[src/rtl/fbrg_pkg.sv]
package fbrg_pkg;
  localparam int DATA_W  = 8;
  localparam int INT_W   = 2 * DATA_W;
  localparam int FRAC_W  = 4;
  localparam int CNT_W   = INT_W + 1;
  localparam int PRESC_R = 4;

  // integer divisor with zero mapped to one
  function automatic logic [INT_W-1:0] eff_int(input logic [INT_W-1:0] raw);
    return (raw == '0) ? INT_W'(1) : raw;
  endfunction

  // one when tick number ph of a 16-tick group is stretched by a cycle:
  // carry out of (ph*f mod 16) + f
  function automatic logic frac_extra(input logic [FRAC_W-1:0] ph,
                                      input logic [FRAC_W-1:0] f);
    logic [2*FRAC_W-1:0] prod;
    logic [FRAC_W:0]     acc;
    prod = {{FRAC_W{1'b0}}, ph} * {{FRAC_W{1'b0}}, f};
    acc  = {1'b0, prod[FRAC_W-1:0]} + {1'b0, f};
    return acc[FRAC_W];
  endfunction

  // length of one sample tick in prescaled cycles
  function automatic logic [CNT_W-1:0] tick_length(input logic [INT_W-1:0] n,
                                                   input logic extra);
    return {1'b0, n} + {{(CNT_W-1){1'b0}}, extra};
  endfunction

  // last sample of a bit: all phase bits set under the mode mask
  function automatic logic is_bit_point(input logic [FRAC_W-1:0] ph,
                                        input logic mode16);
    logic [FRAC_W-1:0] mask;
    mask = mode16 ? {FRAC_W{1'b1}} : {1'b0, {(FRAC_W-1){1'b1}}};
    return (ph & mask) == mask;
  endfunction
endpackage

[src/rtl/fbrg_regs.sv]
module fbrg_regs
  import fbrg_pkg::*;
#(
  parameter int DW = DATA_W,
  parameter int IW = INT_W,
  parameter int FW = FRAC_W
) (
  input  logic          clk,
  input  logic          rst_n,
  input  logic          wr_lo,
  input  logic          wr_hi,
  input  logic          wr_frac,
  input  logic [DW-1:0] wr_data,
  output logic [IW-1:0] div_int,
  output logic [FW-1:0] div_frac,
  output logic          wr_any
);
  logic [IW-1:0] int_q;
  logic [FW-1:0] frac_q;

  assign wr_any = wr_lo | wr_hi | wr_frac;

  always_ff @(posedge clk or negedge rst_n) begin
    if (!rst_n) begin
      int_q  <= IW'(1);
      frac_q <= '0;
    end else begin
      if (wr_lo)   int_q[DW-1:0]  <= wr_data;
      if (wr_hi)   int_q[IW-1:DW] <= wr_data[IW-DW-1:0];
      if (wr_frac) frac_q         <= wr_data[FW-1:0];
    end
  end

  assign div_int  = int_q;
  assign div_frac = frac_q;
endmodule

[src/rtl/fbrg_prescaler.sv]
module fbrg_prescaler #(
  parameter int RATIO = fbrg_pkg::PRESC_R
) (
  input  logic clk,
  input  logic rst_n,
  input  logic restart,
  input  logic sel_div,
  output logic pre_en
);
  generate
    if (RATIO <= 1) begin : g_bypass
      assign pre_en = 1'b1;
    end else begin : g_count
      localparam int PW = $clog2(RATIO);
      localparam logic [PW-1:0] LAST = PW'(RATIO - 1);
      logic [PW-1:0] pc_q;

      always_ff @(posedge clk or negedge rst_n) begin
        if (!rst_n)             pc_q <= '0;
        else if (restart)       pc_q <= '0;
        else if (pc_q == LAST)  pc_q <= '0;
        else                    pc_q <= pc_q + PW'(1);
      end

      assign pre_en = sel_div ? (pc_q == LAST) : 1'b1;
    end
  endgenerate
endmodule

[src/rtl/fbrg_divider.sv]
module fbrg_divider
  import fbrg_pkg::*;
#(
  parameter int IW = INT_W,
  parameter int FW = FRAC_W,
  parameter int CW = IW + 1
) (
  input  logic          clk,
  input  logic          rst_n,
  input  logic          restart,
  input  logic          pre_en,
  input  logic [IW-1:0] div_int,
  input  logic [FW-1:0] div_frac,
  input  logic          mode16,
  output logic          tick,
  output logic          bit_tick,
  output logic [CW-1:0] cnt_q,
  output logic [FW-1:0] phase_q,
  output logic [CW-1:0] tick_len
);
  logic [IW-1:0] n_eff;
  logic          extra;
  logic          hit;

  assign n_eff    = eff_int(div_int);
  assign extra    = frac_extra(phase_q, div_frac);
  assign tick_len = tick_length(n_eff, extra);
  assign hit      = pre_en && (cnt_q == tick_len - CW'(1));
  assign tick     = hit && !restart && rst_n;
  assign bit_tick = tick && is_bit_point(phase_q, mode16);

  always_ff @(posedge clk or negedge rst_n) begin
    if (!rst_n) begin
      cnt_q   <= '0;
      phase_q <= '0;
    end else if (restart) begin
      cnt_q   <= '0;
      phase_q <= '0;
    end else if (pre_en) begin
      if (hit) begin
        cnt_q   <= '0;
        phase_q <= phase_q + FW'(1);
      end else begin
        cnt_q   <= cnt_q + CW'(1);
      end
    end
  end
endmodule

[src/rtl/fbrg_top.sv]
module fbrg_top
  import fbrg_pkg::*;
(
  input  logic              clk,
  input  logic              rst_n,
  input  logic              wr_lo,
  input  logic              wr_hi,
  input  logic              wr_frac,
  input  logic [DATA_W-1:0] wr_data,
  input  logic              presc_div4,
  input  logic              mode_16x,
  output logic              sample_tick,
  output logic              bit_tick
);
  logic [INT_W-1:0]  div_int;
  logic [FRAC_W-1:0] div_frac;
  logic              wr_any;
  logic              pre_en;
  logic [CNT_W-1:0]  cnt_q;
  logic [FRAC_W-1:0] phase_q;
  logic [CNT_W-1:0]  tick_len;

  fbrg_regs #(.DW(DATA_W), .IW(INT_W), .FW(FRAC_W)) u_regs (
    .clk(clk), .rst_n(rst_n), .wr_lo(wr_lo), .wr_hi(wr_hi),
    .wr_frac(wr_frac), .wr_data(wr_data), .div_int(div_int),
    .div_frac(div_frac), .wr_any(wr_any)
  );

  fbrg_prescaler #(.RATIO(PRESC_R)) u_presc (
    .clk(clk), .rst_n(rst_n), .restart(wr_any), .sel_div(presc_div4),
    .pre_en(pre_en)
  );

  fbrg_divider #(.IW(INT_W), .FW(FRAC_W), .CW(CNT_W)) u_div (
    .clk(clk), .rst_n(rst_n), .restart(wr_any), .pre_en(pre_en),
    .div_int(div_int), .div_frac(div_frac), .mode16(mode_16x),
    .tick(sample_tick), .bit_tick(bit_tick), .cnt_q(cnt_q),
    .phase_q(phase_q), .tick_len(tick_len)
  );
endmodule

[config.mk]
export PLATFORM = sky130hd
export DESIGN_NAME = fbrg_top
export DESIGN_NICKNAME = d
export VERILOG_FILES = /design/src/rtl/fbrg_pkg.sv /design/src/rtl/fbrg_regs.sv /design/src/rtl/fbrg_prescaler.sv /design/src/rtl/fbrg_divider.sv /design/src/rtl/fbrg_top.sv
export SDC_FILE = /design/constraint.sdc
export NUM_CORES = 1
export LEC_CHECK = 0
export BUFFER_PORTS_ARGS = -buffer_cell sky130_fd_sc_hd__buf_2
export CAP_MARGIN = 20
export CORE_AREA = 8 8 78 80
export DETAILED_ROUTE_END_ITERATION = 7
export DIE_AREA = 0 0 86 88
export MAX_ROUTING_LAYER = met4
export PLACE_DENSITY = 0.79
export SLEW_MARGIN = 30
export SYNTH_ARGS = -nofsm -noshare
export SYNTH_HDL_FRONTEND = slang
export SYNTH_SLANG_ARGS = --single-unit
[constraint.sdc]
create_clock -name clk -period 7.7 [get_ports clk]
set_input_delay 2.31 -clock clk [delete_from_list [all_inputs] [get_ports clk]]
set_output_delay 2.31 -clock clk [all_outputs]
set_load 0.02 [all_outputs]
Word level (Yosys, flattened, before mapping)
Index checks and enable logic that the tools add are counted.
{"block": "op_classes", "bitwise_logic": 3, "reduce_logical": 9, "addsub": 6, "multipliers": 1, "mux": 11, "eq_ne": 3}
{"cell": "two-way mux 17 bit", "n": 3}
{"cell": "adder 16 x 1 -> 17 bit", "n": 1}
{"cell": "adder 17 x 1 -> 17 bit (second input constant)", "n": 1}
{"cell": "== test 17 bit", "n": 1}
{"cell": "subtractor 17 x 1 -> 17 bit (second input constant)", "n": 1}
{"cell": "logical NOT 16 bit", "n": 1}
{"cell": "two-way mux 16 bit", "n": 1}
{"cell": "two-way mux 4 bit", "n": 4}
{"cell": "adder 4 x 4 -> 5 bit", "n": 1}
{"cell": "adder 4 x 1 -> 4 bit (second input constant)", "n": 1}
{"cell": "bitwise AND 4 bit", "n": 1}
{"cell": "== test 4 bit", "n": 1}
{"cell": "logical AND 1 bit", "n": 4}
{"cell": "multiplier 4 x 4 -> 4 bit", "n": 1}
{"cell": "two-way mux 2 bit", "n": 2}
{"cell": "nonzero test 2 bit", "n": 2}
{"cell": "adder 2 x 1 -> 2 bit (second input constant)", "n": 1}
{"cell": "== test 2 bit (second input constant)", "n": 1}
{"cell": "bitwise OR 1 bit", "n": 2}
{"cell": "AND reduction 2 bit", "n": 1}
{"cell": "logical NOT 1 bit", "n": 1}
{"cell": "two-way mux 1 bit", "n": 1}
{"block": "totals", "regBits": 43, "out_inout_bits": 2}

Logic depth before layout (Yosys ltp)
{"block": "depth", "depth_word": 9, "depth_mapped": 18, "depth_no_buf": 17}

Cells and area by module
From an unflattened synthesis, not the netlist that was laid out.
{"block": "hier_totals", "cells_unflattened": 387, "hier_area_um2": 3542.1}
{"module": "fbrg_divider", "area_per_inst_um2": 2711.4, "n_inst": 1, "cells_per_inst": 338}
{"module": "fbrg_regs", "area_per_inst_um2": 752.0, "n_inst": 1, "cells_per_inst": 43}
{"module": "fbrg_prescaler", "area_per_inst_um2": 78.8, "n_inst": 1, "cells_per_inst": 6}

Least setup slack after synthesis
Ideal clock, no wire load.
{"block": "synth_path", "path_kind": "register to output", "startpoint": "reg u_regs.frac_q[1] (netlist: u_regs.div_frac[1])", "endpoint": "out bit_tick", "path_stages_with_launch": 18, "arrival_ns": 4.453, "required_ns": 5.390, "path_buffers": 0, "slack_ns": 0.937, "cell_sequence": "dfrtp_1 > and2_1 > ha_1 > ha_1 > ha_1 > xnor2_1 > xnor2_1 > xnor2_1 > ha_1 > a21oi_1 > ha_1 > ha_1 > or3b_2 > or4_4 > a22oi_4 > nand3_4 > nor4_1 > and4_1"}
{"block": "synth_via", "elab_chain_len": 9}
{"item": "start, declared", "line": "fbrg_regs.sv:19", "text": "logic [FW-1:0] frac_q;"}
{"item": "start signal, assigned", "line": "fbrg_regs.sv:30", "text": "if (wr_frac) frac_q <= wr_data[FW-1:0];"}
{"item": "multiplier 4 x 4 -> 4 bit", "line": "fbrg_pkg.sv:19", "text": "prod = {{FRAC_W{1'b0}}, ph} * {{FRAC_W{1'b0}}, f};"}
{"item": "adder 4 x 4 -> 5 bit (*)", "line": "fbrg_pkg.sv:20", "text": "acc = {1'b0, prod[FRAC_W-1:0]} + {1'b0, f};"}
{"item": "adder 16 x 1 -> 17 bit (*)", "line": "fbrg_pkg.sv:27", "text": "return {1'b0, n} + {{(CNT_W-1){1'b0}}, extra};"}
{"item": "subtractor 17 x 1 -> 17 bit (*)", "line": "fbrg_divider.sv:28", "text": "assign hit = pre_en && (cnt_q == tick_len - CW'(1));"}
{"item": "== test 17 bit (*)", "line": "fbrg_divider.sv:28"}
{"item": "logical AND 1 bit (*)", "line": "fbrg_divider.sv:28"}
{"item": "logical AND 1 bit (*) (2 in a row)", "line": "fbrg_divider.sv:29", "text": "assign tick = hit && !restart && rst_n;"}
{"item": "logical AND 1 bit (*)", "line": "fbrg_divider.sv:30", "text": "assign bit_tick = tick && is_bit_point(phase_q, mode16);"}
{"item": "end, declared", "line": "fbrg_top.sv:13", "text": "output logic bit_tick"}
Every way passes the cells marked *; elsewhere a longest branch is shown, timed or not.

Final worst setup path
Same ends and word-level chain as after synthesis.

==> flow_summary.ini <==
[run_status]
status = finished, final reports clean

[detailed_routing]
totalWireLength_mm = 6.317
post_drt_wl_per_cell_microns = 16.98
antenna_left = 0
drt_iter0_drc = 180
first_pass_iters = 4
vias = 2186
viasPerCell = 5.876
drc_errors = 0

[worst_setup_path]
path_buf_inv = 1
max_stage_delay_ns = 0.52
timing.rr.start = u_regs.div_frac[1]
criticalPathCategory = reg2out
crit_family = simple AND/OR/NAND/NOR gates
rrSetupSlack_ns = 2.55
worstSetupStartpoint = u_regs.div_frac[1]
worstPathRequired_ns = 5.39
cp_common_cell = ha_1
path_cells = and2_1 > ha_1 > ha_1 > ha_1 > xnor2_1 > xnor2_1 > xnor2_1 > ha_1 > a21oi_1 > ha_1 > ha_2 > or3b_2 > or4_4 > a22oi_4 > nand3_4 > nor4_2 > and4_1 > buf_2
critPathArrivalTime_ns = 5.11
critPathLaunchType = register
cp_slowest_cell = or4_4
path_max_fanout = 5
endpoint_kind = output pin

[global_route]
antenna_found_initial = 0
grt_use_total_pct = 18.20
grt_max_degree = 42
grt_pass1_vias = 2205
gr-total-overflow = 0
grt_pass1_wl_mm = 10.54

[sta]
setup_tns_ns = 0
tightest_slew_ns = 0.7989
setup-violations-final = 0
maxSlewViolCount = 0
hold_slack_ns = 0.4394
final.setup_skew_ns = 0.004081
relSlewSlack_pct = 46.74
finalCritPeriodShare_pct = 96.36
fmax_ghz = 0.1348
rsz0062_at_grt = false
finalHoldViolCount = 0
fin_crit_ns = 7.420

[finish]
area_growth_pct = 9.581
mostFrequentLayoutCells = dfrtp_1 (42), xnor2_1 (25), mux2_2 (18)
final_layout_size_suffix_gt1_share_pct = 23.84
stdcell_count = 372
final_area_sq_um = 3177
final_util_pct = 64.67
final_nets = 328
diodes = 0
final_common_cell = dfrtp_1

[clock_network]
postCtsHoldBufs = 0
cts.sinks = 43
cts_root_buf = clkbuf_8
numCtsBuffers = 5
htree_levels = 2
cts_setup_buffers = 0
cts_tree = yes
cts.path.max_buffers = 2
cts_resized = 0
clock_latency_ns = 0.30
clk_pin_slew_ns = 0.08

[yosys]
synth_cell_types = 56
yosys.area.top_type = dfrtp_1
ys_seq_area_share_pct = 37.16
ys_async_sr_fraction_pct = 100.0
ys_warn_count = 0
synth_ff_type = dfrtp_1
synthTopCellsByArea = dfrtp_1 (36%), xnor2_1 (7.6%), mux2_2 (7.0%), ha_1 (5.2%), xor2_1 (3.9%)
avgSynthCellArea_sq_um = 10.21
synth.net_count = 311
synth.top_cell.area_share_pct = 36.25
synth_edf_count = 0
ys_ff_latch = 43
netlist_area_sq_um = 2899
syn_inst = 284

[floorplanning]
coreArea_sq_um = 4912
start_util_pct = 59.02
fp.dieArea_sq_um = 7568
ios = 17
die_w_microns = 86
rows = 26
die_height_microns = 88

[worst_hold_path]
hp-class = reg2reg
min-delay-start = u_presc.g_count.pc_q[0]

[place]
gp_congestion = 0.9121
io_buffers = 16
dpl.hpwl_mm = 4.834
dpl_cell_area_sq_um = 3050
dp_cells = 364

[pwr]
pwr_density_cell_nw_per_um2 = 160.5
vdd_ir_drop_max_mv = 0.07981
leakage_nw = 1.266

[run]
cap_violations = 0
final timing paths:
path	endpoint	depth (start not counted)
max	bit_tick	18
max in group asynchronous	u_regs.div_int[0]	2
min	u_presc.g_count.pc_q[0]	1
max reg2reg	u_div.cnt_q[2]	18
min in group asynchronous	u_div.cnt_q[1]	1
min reg2reg	u_presc.g_count.pc_q[0]	1
registers in the layout (all words and copies together) (netlist names):
register              cells
u_div.phase_q             4
u_regs.div_int           16
u_div.cnt_q              17
u_regs.div_frac           4
u_presc.g_count.pc_q      2
routing by layer:
layer / track usage, % / vias to the layer above / wire length, microns
li1: - / 1068 / -
met5: - / - / 0
met2: 30.02 / 52 / 3099
met1: 21.36 / 1050 / 2801
met3: 2.814 / 16 / 232
met4: 8.439 / 0 / 184
power by group:
group	total, mW	switching, mW	internal (mW)	leakage [nW]
logic	0.0735	0.0397	0.0338	0.650
registers	0.253	0.0166	0.237	0.555
clock network	0.183	0.0781	0.105	0.0612
Yosys cell counts (2+ instances only):
cell	count
or3_1	3
nor2_1	8
clkbuf_1	6
or4_1	2
and3_1	5
ha_1	12
nor3_1	9
or4_4	2
a21oi_1	4
xor2_1	13
xnor2_1	25
o211ai_1	3
dfrtp_1	42
nand2_1	17
nand2b_1	9
nand4_1	4
or3b_2	2
mux2i_1	4
nor3b_1	2
nor2b_1	3
mux2_2	18
nor4_1	11
inv_1	6
and2_1	7
a21o_1	2
o22ai_1	2
o21ai_0	7
nor3_2	10
nand3_1	15
o31ai_1	4
or2_2	2
final cells by class:
cell class                      instances  area (sq um)
Sequential cell                        43          1077
Multi-Input combinational cell        226          1765
Timing Repair Buffer                   19         106.4
Inverter                                6         22.52
Fill cell                             392          1735
Clock buffer                            6         82.58
Tap cell                               70         87.58
Clock inverter                          2         35.03
stage by stage:
| stage | total power [mW] | setup slack, ns |
|---|---|---|
| after floorplan | 0.3046 | 0.9374 |
| after detailed placement | 0.3300 | 0.5647 |
| after CTS | 0.5135 | 0.2216 |
| after global routing | 0.5310 | 0.006008 |
| final | 0.5100 | 0.2800 |
| after global placement | 0.3274 | 0.6408 |
kinds of logic after synthesis:
logic type / count (synthesis) / share of synthesized area, %
AO/OA/AOI/OAI: 32 / 8.028
multiplexers: 22 / 8.373
flip-flops: 43 / 37.16
XOR/XNOR: 39 / 12.26
buffers and inverters: 15 / 2.244
AND/OR/NAND/NOR: 121 / 26.76
adder cells (fa/ha/maj): 12 / 5.179
Note: power is estimated with default switching activity, not from simulation.
